## src/rtl/blr_pkg.sv

```systemverilog
package blr_pkg;

    typedef enum logic [1:0] {
        MD_STRAIGHT = 2'd0,
        MD_CROSS    = 2'd1,
        MD_SHIFT    = 2'd2,
        MD_RSVD     = 2'd3
    } steer_mode_e;

    typedef enum logic [2:0] {
        ST_IDLE     = 3'd0,
        ST_ONE      = 3'd1,
        ST_SPLIT_HI = 3'd2,
        ST_SPLIT_LO = 3'd3,
        ST_DONE     = 3'd4
    } seq_state_e;

    typedef struct packed {
        logic bhe_n;
        logic a0;
    } lane_sel_t;

    localparam lane_sel_t SEL_WORD = '{bhe_n: 1'b0, a0: 1'b0};
    localparam lane_sel_t SEL_LOW  = '{bhe_n: 1'b1, a0: 1'b0};
    localparam lane_sel_t SEL_HIGH = '{bhe_n: 1'b0, a0: 1'b1};
    localparam lane_sel_t SEL_IDLE = SEL_LOW;

    // The reserved code folds back to the straight connection.
    function automatic steer_mode_e fold_mode(steer_mode_e m);
        return (m == MD_RSVD) ? MD_STRAIGHT : m;
    endfunction

    function automatic lane_sel_t pick_lanes(logic is_word, logic lsb);
        if (is_word)
            return SEL_WORD;
        return lsb ? SEL_HIGH : SEL_LOW;
    endfunction

    function automatic logic needs_split(logic is_word, logic lsb);
        return is_word & lsb;
    endfunction

endpackage

```

## src/rtl/blr_steer.sv

```systemverilog
module blr_steer
    import blr_pkg::*;
#(
    parameter int DATA_W  = 16,
    parameter int SHIFT_W = 4
) (
    input  steer_mode_e                  mode_i,
    input  logic                         force_cross_i,
    input  logic [DATA_W-1:0]            reg_i,
    input  logic [DATA_W+SHIFT_W-1:0]    ext_i,
    output logic [DATA_W+SHIFT_W-1:0]    ext_o,
    output logic [DATA_W-1:0]            reg_o
);
    localparam int EXT_W = DATA_W + SHIFT_W;
    localparam int LANES = DATA_W / 8;

    logic [DATA_W-1:0] reg_swapped;
    logic [DATA_W-1:0] ext_swapped;
    steer_mode_e       eff_mode;

    // Lane reversal in both directions.
    for (genvar g = 0; g < LANES; g++) begin : g_lane
        assign reg_swapped[g*8 +: 8] = reg_i[(LANES-1-g)*8 +: 8];
        assign ext_swapped[g*8 +: 8] = ext_i[(LANES-1-g)*8 +: 8];
    end

    assign eff_mode = force_cross_i ? MD_CROSS : fold_mode(mode_i);

    always_comb begin
        unique case (eff_mode)
            MD_CROSS: begin
                ext_o = {{SHIFT_W{1'b0}}, reg_swapped};
                reg_o = ext_swapped;
            end
            MD_SHIFT: begin
                ext_o = {reg_i, {SHIFT_W{1'b0}}};
                reg_o = ext_i[EXT_W-1:SHIFT_W];
            end
            default: begin
                ext_o = {{SHIFT_W{1'b0}}, reg_i};
                reg_o = ext_i[DATA_W-1:0];
            end
        endcase
    end

endmodule

```

## src/rtl/blr_seq.sv

```systemverilog
module blr_seq
    import blr_pkg::*;
(
    input  logic clk,
    input  logic rst,
    input  logic req_i,
    input  logic is_word_i,
    input  logic lsb_i,
    output logic act_o,
    output logic bhe_n_o,
    output logic a0_o,
    output logic second_o,
    output logic done_o,
    output logic split_o
);
    seq_state_e state, nxt;
    lane_sel_t  one_sel;
    lane_sel_t  cur_sel;
    logic       accept;

    assign accept = req_i && (state == ST_IDLE || state == ST_DONE);

    always_comb begin
        nxt = state;
        unique case (state)
            ST_IDLE, ST_DONE: begin
                if (accept)
                    nxt = needs_split(is_word_i, lsb_i) ? ST_SPLIT_HI : ST_ONE;
                else
                    nxt = ST_IDLE;
            end
            ST_ONE:      nxt = ST_DONE;
            ST_SPLIT_HI: nxt = ST_SPLIT_LO;
            ST_SPLIT_LO: nxt = ST_DONE;
            default:     nxt = ST_IDLE;
        endcase
    end

    always_ff @(posedge clk) begin
        if (rst) begin
            state   <= ST_IDLE;
            one_sel <= SEL_IDLE;
        end else begin
            state <= nxt;
            if (accept)
                one_sel <= pick_lanes(is_word_i, lsb_i);
        end
    end

    always_comb begin
        unique case (state)
            ST_ONE:      cur_sel = one_sel;
            ST_SPLIT_HI: cur_sel = SEL_HIGH;
            ST_SPLIT_LO: cur_sel = SEL_LOW;
            default:     cur_sel = SEL_IDLE;
        endcase
    end

    assign act_o    = (state == ST_ONE) || (state == ST_SPLIT_HI) || (state == ST_SPLIT_LO);
    assign split_o  = (state == ST_SPLIT_HI) || (state == ST_SPLIT_LO);
    assign second_o = (state == ST_SPLIT_LO);
    assign done_o   = (state == ST_DONE);
    assign bhe_n_o  = cur_sel.bhe_n;
    assign a0_o     = cur_sel.a0;

    // an active transfer always enables at least one lane
    a_r6_lane_legal: assert property (@(posedge clk) disable iff (rst)
        act_o |-> !(bhe_n_o && a0_o));

    // the high-lane half of a split is followed by the low-lane half
    a_r7_split_order: assert property (@(posedge clk) disable iff (rst)
        (act_o && split_o && !second_o) |=> (act_o && second_o && bhe_n_o && !a0_o));

    // done comes right after a transfer cycle and lasts one cycle
    a_r9_done_after_last: assert property (@(posedge clk) disable iff (rst)
        done_o |-> ($past(act_o) && !act_o));
    a_r9_done_pulse: assert property (@(posedge clk) disable iff (rst)
        done_o |=> !done_o);

    // a single transfer lasts one cycle whatever req does
    a_r10_single_one_cycle: assert property (@(posedge clk) disable iff (rst)
        (act_o && !split_o) |=> !act_o);

    // no lane is enabled when idle
    a_r11_idle_lanes: assert property (@(posedge clk) disable iff (rst)
        !act_o |-> (bhe_n_o && !a0_o && !second_o));

endmodule

```

## src/rtl/bus_lane_router.sv

```systemverilog
module bus_lane_router
    import blr_pkg::*;
#(
    parameter int DATA_W  = 16,
    parameter int SHIFT_W = 4
) (
    input  logic                      clk,
    input  logic                      rst,
    input  logic                      req,
    input  logic [1:0]                mode,
    input  logic                      size_word,
    input  logic                      addr_lsb,
    input  logic [DATA_W-1:0]         reg_in,
    input  logic [DATA_W+SHIFT_W-1:0] ext_in,
    output logic [DATA_W+SHIFT_W-1:0] ext_out,
    output logic [DATA_W-1:0]         reg_out,
    output logic                      lane_act,
    output logic                      bhe_n,
    output logic                      a0,
    output logic                      second,
    output logic                      done
);
    localparam int HALF = DATA_W / 2;

    logic split_act;

    blr_seq u_seq (
        .clk       (clk),
        .rst       (rst),
        .req_i     (req),
        .is_word_i (size_word),
        .lsb_i     (addr_lsb),
        .act_o     (lane_act),
        .bhe_n_o   (bhe_n),
        .a0_o      (a0),
        .second_o  (second),
        .done_o    (done),
        .split_o   (split_act)
    );

    blr_steer #(
        .DATA_W  (DATA_W),
        .SHIFT_W (SHIFT_W)
    ) u_steer (
        .mode_i        (steer_mode_e'(mode)),
        .force_cross_i (split_act),
        .reg_i         (reg_in),
        .ext_i         (ext_in),
        .ext_o         (ext_out),
        .reg_o         (reg_out)
    );

    // during a split the register low byte travels on the upper external lane
    a_r8_split_cross: assert property (@(posedge clk) disable iff (rst)
        split_act |-> (ext_out[DATA_W-1:HALF] == reg_in[HALF-1:0]
                       && reg_out[DATA_W-1:HALF] == ext_in[HALF-1:0]));

    // an aligned word request is placed on the bus as one word transfer
    a_r5_word_lanes: assert property (@(posedge clk) disable iff (rst)
        (req && size_word && !addr_lsb && !lane_act) |=> (lane_act && !bhe_n && !a0));

endmodule

```

## config.mk

```make
export PLATFORM = sky130hd
export DESIGN_NAME = bus_lane_router
export DESIGN_NICKNAME = d
export VERILOG_FILES = /design/src/rtl/blr_pkg.sv /design/src/rtl/blr_steer.sv /design/src/rtl/blr_seq.sv /design/src/rtl/bus_lane_router.sv
export SDC_FILE = /design/constraint.sdc
export NUM_CORES = 1
export LEC_CHECK = 0
export ABC_CLOCK_PERIOD_IN_PS = 2400
export BUFFER_PORTS_ARGS = -buffer_cell sky130_fd_sc_hd__clkbuf_2
export CORE_MARGIN = 4
export CORE_UTILIZATION = 38
export CTS_BUF_LIST = sky130_fd_sc_hd__clkbuf_4 sky130_fd_sc_hd__clkbuf_8
export DETAILED_ROUTE_END_ITERATION = 6
export PLACE_DENSITY = 0.82
export SETUP_SLACK_MARGIN = 0.2
export SLEW_MARGIN = 20
export SYNTH_ARGS = -nofsm -noshare
export SYNTH_HDL_FRONTEND = slang
export SYNTH_SLANG_ARGS = --single-unit
```

## constraint.sdc

```tcl
create_clock -name clk -period 2.4 [get_ports clk]
set_input_delay 0.24 -clock clk [delete_from_list [all_inputs] [get_ports clk]]
set_output_delay 0.24 -clock clk [all_outputs]
set_load 0.005 [all_outputs]
```

# [Word-level counts from Yosys, hierarchy flattened]
# Cells that the tools add are included.
[word_totals] regBits=5 input_bits=43 out_inout_bits=41 word_cells=33
[op_classes] eq_ne=7 n_mux=14 bitwise_logic=1 n_reduce_logical=8
[op_table] operator="$pmux 20 s2" n=1
[op_table] operator="$pmux 16 s2" n=1
[op_table] operator="$mux 2" n=6
[op_table] operator="$pmux 3 s3" n=1
[op_table] operator="$eq 3x2->1 const B" n=2
[op_table] operator="$eq 2x2->1 const B" n=2
[op_table] operator="$logic_or 1x1->1" n=4
[op_table] operator="$pmux 2 s2" n=1
[op_table] operator="$reduce_or 2->1" n=2
[op_table] operator="$eq 3x1->1 const B" n=1
[op_table] operator="$eq 3x3->1 const B" n=1
[op_table] operator="$logic_not 3->1" n=1
[op_table] operator="$mux 1" n=3
[op_table] operator="$mux 3" n=1
[op_table] operator="$eq 2x1->1 const B" n=1
[op_table] operator="$and 1x1->1" n=1
[op_table] operator="$logic_and 1x1->1" n=1

# [Logic depth before layout (Yosys ltp)]
# Gate-level depths: netlist of the first run.
[depth] ltp_word=6 depth_mapped=7 ltp_nobuf=6

# [By module]
# A second synthesis of the first run with hierarchy kept.
[unflattened] cells_unflattened=144 hier_area_um2=928.4
[modules_own_cells] module="blr_steer" instances=1 cells_each=115 area_per_inst_um2=680.7 seq_area_each_um2=0.0
[modules_own_cells] module="blr_seq" instances=1 cells_each=29 area_per_inst_um2=247.7 seq_area_each_um2=100.1

# [Least setup slack after synthesis of the first run]
# OpenSTA, ideal clock, no wires.
[synth_timing] path_kind="flip-flop to output port" start="register u_seq.state[1]" end="output ext_out[0]" arrival_ps=1573 required_ps=2160 setup_slack_ps=587 stages_incl_launch_ff=7 n_path_buf=1 path_cell_list="dfxtp_1 > or2b_1 > o21ai_0 > ha_1 > clkbuf_1 > nor2b_1 > a22o_1"
[synth_between] elab_chain_cells=5 elab_cells_between_ends=7 classes_between="4 x eq/ne; 2 x mux; 1 x reduce/logical"
[synth_rtl] item="start: declaration" line_no="blr_seq.sv:16" rtl="seq_state_e state, nxt;"
[synth_rtl] item="start signal: assignment" line_no="blr_seq.sv:44" rtl="state <= nxt;"
[synth_rtl] item="$eq 3x2->1" line_no="blr_seq.sv:60" rtl="assign split_o = (state == ST_SPLIT_HI) || (state == ST_SPLIT_LO);"
[synth_rtl] item="$logic_or 1x1->1 *" line_no="blr_seq.sv:60"
[synth_rtl] item="$mux 2 *" line_no="blr_steer.sv:27" rtl="assign eff_mode = force_cross_i ? MD_CROSS : fold_mode(mode_i);"
[synth_rtl] item="$eq 2x2->1 or $eq 2x1->1 (tied branches)" line_no="blr_steer.sv:30" rtl="unique case (eff_mode)"
[synth_rtl] item="$pmux 20 s2 *" line_no="blr_steer.sv:30"
[synth_rtl] item="end: declaration" line_no="bus_lane_router.sv:15" rtl="output logic [DATA_W+SHIFT_W-1:0] ext_out,"
# Every way passes the cells marked *; elsewhere a longest branch is shown, timed or not.

# [Worst setup path after layout of the first run]
[layout_timing] start="register u_seq.state[1]" end="output ext_out[1]"
# Same word-level chain as after synthesis.

==> summary.md, run 1 <==
| Metric | Value |
|---|---|
| Status | `completed` |
| Rows | `17` |
| Worst path max stage delay | `0.37 ns` |
| RSZ-0062 raised after global routing | `no` |
| Post-synthesis mux area share | `0%` |
| Vias post-DR | `1355` |
| # fillers | `228` |
| Post-synthesis simple-gate area fraction | `30.30%` |
| Final Skew | `0.001907 ns` |
| Sum Neg Setup Slack | `0 ns` |
| Peak VDD IR | `0.3849 mV` |
| Root buf cell | `clkbuf_4` |
| HP Class | `in -> reg` |
| Max-cap viol count | `0` |
| Lkg Pwr | `0.7122 nW` |
| Pre-Repair DR Iteration Count | `5` |
| Fin util | `62.90%` |
| Multi-input logic area | `744.5 sq um` |
| Overflow left after global routing | `0` |
| Ys Warns | `0` |
| Compound-cell area share of the yosys netlist | `48.65%` |
| Synth unique cells | `27` |
| Share of layout cells above drive strength 1 | `44.59%` |
| Syn nets | `189` |
| Seq/Total Area, Yosys | `11.38%` |
| Max Slew Vio Count | `0` |
| Clk_lat worst skew | `0.24 ns` |
| Worst-path maximum fanout | `62` |
| Die Area | `3148 sq um` |
| Core Area | `2212 sq um` |
| IO Count | `84` |
| Synth-to-layout area growth | `58.18%` |
| Clock Path Buffers | `2` |
| Fmax | `0.4718 GHz` |
| Final worst path period need | `2.120 ns` |
| Slowest stage cell, crit path | `dfxtp_4` |
| Post-Syn Area | `879.6 sq um` |
| Initial antenna violation count | `0` |
| Die span in y | `56.11 microns` |
| Die width | `56.11 microns` |
| CTS clock-pin slew for the worst setup and hold paths | `0.04 ns` |
| Register area | `105.1 sq um` |
| Total GRT Usage | `19.42%` |
| Slew @ Worst Pin | `0.2447 ns` |
| CTS sink cnt | `5` |
| Port bufs | `83` |
| Largest net degree at the start of global routing | `63` |
| H-tree depth | `1` |
| WS Path Type | `reg -> out` |
| Drt wl/cell | `12.85 microns` |
| Post-CTS setup buffer count | `0` |
| Number of buffers and inverters on the critical path | `2` |
| Xor-xnor portion of the synthesized cell area | `0%` |
| Post-place instance area | `1324 sq um` |
| Final Cycle Share | `88.32%` |
| P per Cell Area | `381.4 nW/um^2` |
| Worst slew margin | `83.67%` |
| Global placement routability congestion | `0.7732` |
| Final hold viol count | `0` |
| Top delay family on crit path | `simple AND/OR/NAND/NOR gates` |
| Seq cells post-synth | `5` |
| Final net count | `268` |
| CP Capture Type | `output pin` |
| Total wire length | `3.212 mm` |
| Synth Area in Adders | `2.845%` |
| Design Area, Final | `1391 sq um` |
| First DRT Iteration DRCs | `58` |
| Largest family of logic cells by synthesized area | `compound AO/OA/AOI/OAI gates` |
| Startpoint types | `flip-flop` |
| Commonest cells after routing, fill and taps aside | `clkbuf_2, nand2_1, a22oi_1` |
| Cells after Synth | `144` |
| Post-detail-place hpwl | `2.492 mm` |
| CTS tree | `done` |
| Vias per cell | `5.420` |
| First-pass GRT wire length | `5.202 mm` |
| Critical Path AT | `1.88 ns` |
| Commonest non-fill, non-tap cell in the layout | `clkbuf_2` |
| DRC | `0` |
| Finish-stage setup viols | `0` |
| Cell Chain, Critical Path | `or2b_1 > o21ai_1 > ha_1 > buf_12 > nor2b_4 > a22o_1 > clkbuf_2` |
| Syn_area_per_cell | `6.108 sq um` |
| Worst EP required | `2.16 ns` |
| Vias in the first global route | `1203` |
| Remaining antenna violation count | `0` |
| Initial Util | `39.76%` |
| N_diodes | `0` |
| Total CTS buffers | `3` |
-- report_power, final --
part | switching [mW] | leakage, nW | internal, mW
registers | 0.00667 | 0.0422 | 0.0885
clock network | 0.0315 | 0.0184 | 0.0739
logic | 0.175 | 0.652 | 0.155
total | 0.213 | 0.712 | 0.318
-- sequential cells by signal, summed over array words and instances (netlist names) --
name and flops:
u_seq.one_sel 2, u_seq.state 3
-- cells by family (layout without fill, tap and decap cells) --
kind of cell | Yosys count | in the layout
and+or+nand+nor | 54 | 54
DFF | 5 | 5
adders and majority gates | 2 | 2
buffers and inverters | 16 | 94
AOI/OAI and AO/OA | 67 | 67
-- Yosys cell counts --
cell type	instances	area [sq um]
or3b_2	1	8.760
nor2b_1	2	12.51
a211o_1	1	8.760
nor3b_1	1	7.510
and3b_1	1	8.760
buf_1	1	3.750
o21ai_0	30	150.1
and2b_1	1	7.510
a22oi_1	28	210.2
and2_1	5	31.28
dfxtp_1	5	100.1
a31oi_1	1	6.260
nor3_1	3	15.01
a22o_1	3	26.28
or3b_4	1	11.26
a21oi_1	2	10.01
nand3_1	1	5.000
a21oi_2	1	8.760
inv_1	3	11.26
a21o_1	1	7.510
ha_1	2	25.02
nand2_1	32	120.1
nand3b_1	1	7.510
clkbuf_1	12	45.04
or3b_1	1	8.760
or2b_1	2	15.01
nor2_1	2	7.510
-- layout make-up --
cell class / instances / area share (%)
tap: 28 / 2.518
multi-input combinational: 123 / 53.51
inverter: 3 / 0.8094
clock buffer: 4 / 2.158
sequential: 5 / 7.554
timing repair buffer: 87 / 33.45
-- path summary, 6_finish.rpt --
| kind | start | endpoint | slack, ns | depth (start not counted) |
|---|---|---|---|---|
| setup / recovery | u_seq.state[1] | ext_out[1] | 0.28 | 7 |
| setup reg to reg | u_seq.state[0] | u_seq.one_sel[0] | 1.03 | 3 |
| hold / removal | rst | u_seq.one_sel[0] | 0.22 | 2 |
| hold reg to reg | u_seq.one_sel[0] | u_seq.one_sel[0] | 0.46 | 2 |
-- worst reg2reg max path, stage by stage (launching register included) --
cell	delay, ns
dfxtp_1	0.37
or3b_4	0.42
or3b_1	0.39
a21oi_2	0.13
-- per-layer routing --
metal	GRT usage, %	wire, microns
met1	23.70	1244
met5	0	0
met2	33.22	1625
met4	6.441	42
met3	4.408	298
-- per-stage QoR --
step / power [mW] / std cells / setup slack (ns) / hold slack, ns
2_1_floorplan: 0.2582 / 144 / 0.5873 / 0.3024
3_3_place_gp: 0.4103 / 246 / 0.3700 / 0.4555
3_5_place_dp: 0.4144 / 246 / 0.3204 / 0.4514
4_1_cts: 0.5261 / 250 / 0.2062 / 0.2172
5_1_grt: 0.5850 / 250 / 0.2060 / 0.2273
6_report: 0.5306 / 250 / 0.2803 / 0.2248
-- timing repair --
item,4_1_cts,5_1_grt
hold buffers,0,0
setup endpoints to repair,28,28
endpoints found under the hold margin,0,0
resized for setup,4,11
(Power assumes the default switching activity.)
==> inputs of run 2 (changes only) <==
Settings changed: ABC_CLOCK_PERIOD_IN_PS 2400 to 2600, CORE_UTILIZATION 38 to 40, PLACE_DENSITY 0.82 to 0.86, REMOVE_ABC_BUFFERS set to 1.
Clock period 2.4 ns to 2.6 ns, I/O delays scaled along.
==> run 2 against run 1 <==
Net effect: critical path type unchanged; via count is 3.1% higher; sequential cell count unchanged; register-to-register slack gained 0.20 ns; cell area up 3.2%; largest cell class unchanged; global-route usage decreased by 0.57 points; critical endpoint is now ext_out[12]; critical path depth is 1 higher; die area down 4.3%; first-iteration DRC count shrank 45%; sequential share of layout area down 0.50 points; non-clock buffer count rose by 9; clock skew about the same; utilization is 8.1 points higher.
==> summary.md, run 2 (synthesized netlist as in run 1, its figures left out) <==
| Metric | Value |
|---|---|
| Worst EP required | `2.34 ns (+0.18 ns)` |
| Die Area | `3013 sq um (-4.3%)` |
| Port bufs | `83 (unchanged)` |
| Slowest stage cell, crit path | `dfxtp_1` |
| Commonest non-fill, non-tap cell in the layout | `clkbuf_2` |
| Final Power | `508.0 uW (-4.3%)` |
| Max Slew Vio Count | `0 (unchanged)` |
| Sum Neg Setup Slack | `0 ns (unchanged)` |
| CP Capture Type | `output pin` |
| Commonest cells after routing, fill and taps aside | `clkbuf_2, nand2_1, o21ai_0` |
| Clock Path Buffers | `2 (unchanged)` |
| Share of layout cells above drive strength 1 | `45.89% (+1.3 points)` |
| Final Skew | `0.002263 ns (+0.0003567 ns)` |
| Global placement routability congestion | `0.8549 (+11%)` |
| Vias in the first global route | `1042 (-13%)` |
| Combinational Power Share | `63.2% (+1.0 points)` |
| Initial Util | `43.50% (+3.7 points)` |
| CTS tree | `done` |
| Sw frac | `39.28% (-0.85 points)` |
| Vias per cell | `5.415 (about the same)` |
| Cells after DPL | `247 (+0.41%)` |
| Clock network fraction of total power | `19.5% (-0.4 points)` |
| Final worst path period need | `2.220 ns` |
| Min-delay src | `rst` |
| Crit path from | `u_seq.state[2]` |
| Met3 GRT Util | `3.217% (-1.2 points)` |
| Worst-path maximum fanout | `15 (-76%)` |
| FF-to-FF path depth | `3 (unchanged)` |
| N_diodes | `0 (unchanged)` |
| Die width | `54.90 microns (-2.2%)` |
| Final hold viol count | `0 (unchanged)` |
| Top Registers | `u_seq.state: 3 flops, u_seq.one_sel: 2 flops` |
| Worst path max stage delay | `0.44 ns (+0.07 ns)` |
| Largest net degree at the start of global routing | `31 (-51%)` |
| Internal Power | `308.5 uW (-2.9%)` |
| Fmax | `0.4505 GHz` |
| Worst slew margin | `83.00% (-0.67 points)` |
| Rows | `16 (-1)` |
| CTS sink cnt | `5 (unchanged)` |
| Most common cell on crit path | `o21ai_0` |
| Status | `completed` |
| Lkg Pwr | `0.7504 nW (+5.4%)` |
| Total CTS buffers | `3 (unchanged)` |
| Core Area | `2022 sq um (-8.6%)` |
| Net Sw Power | `199.5 uW (-6.3%)` |
| WS Path Type | `reg -> out` |
| Total wire length | `3.231 mm (+0.59%)` |
| First DRT Iteration DRCs | `32 (-45%)` |
| Final Cycle Share | `85.38%` |
| Finish-stage setup viols | `0 (unchanged)` |
| Critical Path AT | `1.96 ns (+0.08 ns)` |
| Initial antenna violation count | `0 (unchanged)` |
| RSZ-0062 raised after global routing | `no` |
| Root buf cell | `clkbuf_4` |
| Top reg by flops | `u_seq.state` |
| Total GRT Usage | `18.85% (-0.57 points)` |
| Pre-Repair DR Iteration Count | `4 (-1)` |
| Global-route met2 utilization | `31.89% (-1.3 points)` |
| First-pass GRT wire length | `4.284 mm (-18%)` |
| Slew @ Worst Pin | `0.2523 ns (+0.007677 ns)` |
| Met1 usage | `23.66% (-0.036 points)` |
| Seq pwr share | `17.4% (-0.5 points)` |
| Overflow left after global routing | `0 (unchanged)` |
| Worst hold path depth | `2 (unchanged)` |
| Post-detail-place hpwl | `2.548 mm (+2.3%)` |
| Cell Chain, Critical Path | `or2b_1 > o21ai_0 > inv_1 > ha_4 > buf_4 > a22oi_1 > o21ai_0 > clkbuf_2` |
| Synth-to-layout area growth | `63.30%` |
| Die span in y | `54.90 microns (-2.2%)` |
| Max reg flops | `3 (unchanged)` |
| GRT Max-Usage Layer | `met2` |
| Clk_lat worst skew | `0.24 ns (about the same)` |
| HP Class | `in -> reg` |
| Reg2Reg Setup Slack | `1.23 ns (+0.20 ns)` |
| Reg2reg start | `u_seq.state[0]` |
| Remaining antenna violation count | `0 (unchanged)` |
| Peak VDD IR | `0.2356 mV (-39%)` |
| Final net count | `277 (+3.4%)` |
| DRC | `0 (unchanged)` |
| H-tree depth | `1 (unchanged)` |
| Drt wl/cell | `12.52 microns (-2.5%)` |
| IO Count | `84 (unchanged)` |
| CTS clock-pin slew for the worst setup and hold paths | `0.04 ns (about the same)` |
| P per Cell Area | `353.7 nW/um^2 (-7.3%)` |
| Max-cap viol count | `0 (unchanged)` |
| Startpoint types | `flip-flop` |
| Finished Layout Cells | `258 (+3.2%)` |
| Vias post-DR | `1397 (+3.1%)` |
run 2: cell types whose count changed in the layout (fill, tap and decap cells not counted), sizes merged:
| cell | change |
|---|---|
| buf | +9 |
run 2: through the flow:
step	utilization [%]	area [sq um]	worst slack (ns)	hold WS, ns
floorplan	-	830.8	0.2772	0.3224
global placement	66.15	1338	0.4740	0.4509
detailed placement	66.15	1338	0.4281	0.4560
CTS	67.88	1373	0.2756	0.2397
global route	71.04	1436	0.2151	0.2461
finish	71.04	1436	0.3801	0.2479
run 2: critical path, delay by kind of cell, from the launching register on:
family / cells / cell delay (ns)
buffers and inverters: 3 / 0.46
AND/OR/NAND/NOR: 1 / 0.15
flip-flops: 1 / 0.44
AO/OA/AOI/OAI: 3 / 0.43
adder cells (fa/ha/maj): 1 / 0.23
run 2: final timing paths:
kind / end
max: ext_out[12]
min: u_seq.one_sel[0]
max reg2reg: u_seq.one_sel[0]
min reg2reg: u_seq.one_sel[1]
run 2: cell type report:
class                           instances  area, sq um
Clock buffer                            4        30.03
Fill cell                             182        585.6
Inverter                                3        11.26
Multi-Input combinational cell        123        734.5
Sequential cell                         5        101.3
Tap cell                               27        33.78
Timing Repair Buffer                   96        525.5
run 2: power by group through the flow:
stage / Sequential, mW / Combinational, mW / Clock, mW
CTS: 0.0879 / 0.301 / 0.104
floorplan: 0.0875 / 0.143 / 0
global placement: 0.0889 / 0.296 / 0
finish: 0.0882 / 0.321 / 0.0990
global route: 0.0888 / 0.355 / 0.105
detailed placement: 0.0892 / 0.298 / 0
run 2: what timing repair did:
item,in CTS,in global routing
resized for setup,2,2
setup endpoints to repair,10,28
pin swaps,0,1
setup buffers,0,7
hold buffers,0,0
hold endpoints to repair,0,0
run 2: routing by layer:
metal,vias up,wire [microns]
li1,707,-
met1,607,1345
met2,78,1486
met3,5,361
met4,0,38
met5,-,0
==> inputs of run 3 (changes only) <==
Settings changed: CELL_PAD_IN_SITES_DETAIL_PLACEMENT set to 1, CELL_PAD_IN_SITES_GLOBAL_PLACEMENT set to 1, CORE_UTILIZATION 40 to 24, PLACE_DENSITY 0.86 to 0.85.
==> run 3 against run 2 <==
Net effect: total power rose by 7.1%; sequential cell count stayed put; clock skew rose by 0.0019 ns; sequential power barely moved; largest power group unchanged; via count is 4.4% lower.
==> summary.md, run 3 (synthesized netlist as in run 1, its figures left out) <==
| Metric | Value |
|---|---|
| IO Count | `84 (unchanged)` |
| First DRT Iteration DRCs | `79 (+150%)` |
| Initial antenna violation count | `0 (unchanged)` |
| Worst EP required | `2.34 ns (about the same)` |
| Worst slew margin | `78.15% (-4.9 points)` |
| Clk_lat worst skew | `0.22 ns (-0.02 ns)` |
| Global-route met2 utilization | `24.43% (-7.5 points)` |
| Max Slew Vio Count | `0 (unchanged)` |
| Final worst path period need | `2.220 ns (-0.0001850 ns)` |
| Post-CTS setup buffer count | `0 (unchanged)` |
| Fmax | `0.4505 GHz (about the same)` |
| Core Area | `3442 sq um (+70%)` |
| Critical Path AT | `1.96 ns (about the same)` |
| Top Registers | `u_seq.state: 3 flops, u_seq.one_sel: 2 flops` |
| Initial Util | `25.55% (-18 points)` |
| Peak VDD IR | `0.2439 mV (+3.5%)` |
| Total wire length | `3.606 mm (+12%)` |
| Post-place instance area | `1331 sq um (-0.47%)` |
| Lkg Pwr | `0.7051 nW (-6.0%)` |
| Vias post-DR | `1336 (-4.4%)` |
| Post-detail-place hpwl | `2.936 mm (+15%)` |
| Remaining antenna violation count | `0 (unchanged)` |
| Met1 usage | `17.32% (-6.3 points)` |
| Top reg by flops | `u_seq.state` |
| Root buf cell | `clkbuf_8` |
| Met3 GRT Util | `3.890% (+0.67 points)` |
| H-tree depth | `1 (unchanged)` |
| First-pass GRT wire length | `5.230 mm (+22%)` |
| Max reg flops | `3 (unchanged)` |
| Overflow left after global routing | `0 (unchanged)` |
| Worst-path maximum fanout | `62 (+47)` |
| GRT Max-Usage Layer | `met2` |
| Hold Slack | `0.2630 ns (+0.01508 ns)` |
| P per Cell Area | `389.1 nW/um^2 (+10%)` |
| Largest net degree at the start of global routing | `63 (+100%)` |
| Multi-input logic area | `732.0 sq um (-0.34%)` |
| Vias in the first global route | `1211 (+16%)` |
| Drt wl/cell | `13.56 microns (+8.2%)` |
| CTS sink cnt | `5 (unchanged)` |
| Commonest non-fill, non-tap cell in the layout | `clkbuf_2` |
| Total CTS buffers | `3 (unchanged)` |
| WS Path Type | `reg -> out` |
| Synth-to-layout area growth | `58.89%` |
| Final Skew | `0.004152 ns (+0.001889 ns)` |
| Final hold viol count | `0 (unchanged)` |
| DRC | `0 (unchanged)` |
| N_diodes | `0 (unchanged)` |
| Final Cycle Share | `85.37% (about the same)` |
| Pre-Repair DR Iteration Count | `4 (unchanged)` |
| Vias per cell | `5.023 (-7.2%)` |
| Reg2Reg Setup Slack | `1.20 ns (-0.03 ns)` |
| Share of layout cells above drive strength 1 | `42.73% (-3.2 points)` |
| Port bufs | `83 (unchanged)` |
| Startpoint types | `flip-flop` |
| Die Area | `4698 sq um (+56%)` |
| Rows | `21 (+5)` |
| Die width | `68.54 microns (+25%)` |
| # fillers | `480 (+160%)` |
| CTS tree | `done` |
| RSZ-0062 raised after global routing | `no` |
| CTS clock-pin slew for the worst setup and hold paths | `0.04 ns (about the same)` |
| Sum Neg Setup Slack | `0 ns (unchanged)` |
| Max-cap viol count | `0 (unchanged)` |
| HP Class | `in -> reg` |
| Slew @ Worst Pin | `0.3278 ns (+0.07545 ns)` |
| Register area | `101.3 sq um (unchanged)` |
| Status | `completed` |
| Design Area, Final | `1398 sq um (-2.7%)` |
| Die span in y | `68.54 microns (+25%)` |
| Global placement routability congestion | `0.8236 (-3.7%)` |
| Clock Path Buffers | `2 (unchanged)` |
| # hold bufs at CTS | `0 (unchanged)` |
| Commonest cells after routing, fill and taps aside | `clkbuf_2, nand2_1, o21ai_0` |
| Finish-stage setup viols | `0 (unchanged)` |
| Final net count | `266 (-4.0%)` |
| CP Capture Type | `output pin` |
| Total GRT Usage | `14.32% (-4.5 points)` |
## run 3: cell types whose count changed in the layout (fill, tap and decap cells not counted), sizes merged
| cell | change |
|---|---|
| buf | -11 |
## run 3: what timing repair did
| action | 4_1_cts | 5_1_grt |
|---|---|---|
| setup endpoints to repair | 32 | 31 |
| gates cloned | 0 | 0 |
| resized for setup | 1 | 3 |
## run 3: worst max-delay path, stage by stage (launching register included)
cell and delay (ns):
dfxtp_2 0.37, or2b_1 0.25, o21ai_0 0.11, ha_1 0.30, buf_12 0.19, nor2b_1 0.21
a22o_1 0.17, clkbuf_2 0.11
## run 3: routing by layer
metal	vias to the layer above	share of wire (%)
met5	-	0
met4	0	0.75
met3	2	14
met2	64	43
met1	588	42
li1	682	-
## run 3: final cells by class
type                            count  area share, %
Clock buffer                        4          3.491
Inverter                            3         0.8057
Multi-Input combinational cell    123          52.37
Sequential cell                     5          7.252
Tap cell                           46          4.118
Timing Repair Buffer               85          31.96
## run 3: per-stage QoR
step / cells / setup WS [ns] / power [mW] / utilization (%)
2_1_floorplan: 131 / 0.2772 / 0.2308 / -
3_3_place_gp: 262 / 0.2212 / 0.3848 / 38.68
3_5_place_dp: 262 / 0.1168 / 0.3904 / 38.68
4_1_cts: 266 / 0.2423 / 0.5504 / 40.17
5_1_grt: 266 / 0.2151 / 0.5973 / 40.60
6_report: 266 / 0.3803 / 0.5439 / 40.60
## run 3: worst paths after layout
| kind | from | to | cells past startpoint |
|---|---|---|---|
| min reg2reg | u_seq.one_sel[0] | u_seq.one_sel[0] | 2 |
| max | u_seq.state[1] | ext_out[1] | 7 |
| min | rst | u_seq.one_sel[0] | 2 |
| max reg2reg | u_seq.state[0] | u_seq.one_sel[0] | 3 |
## run 3: power by group
group          internal [mW]  switching [mW]  leakage, nW
Combinational          0.138           0.162        0.637
Clock                  0.116          0.0394       0.0262
Sequential            0.0823         0.00610       0.0415
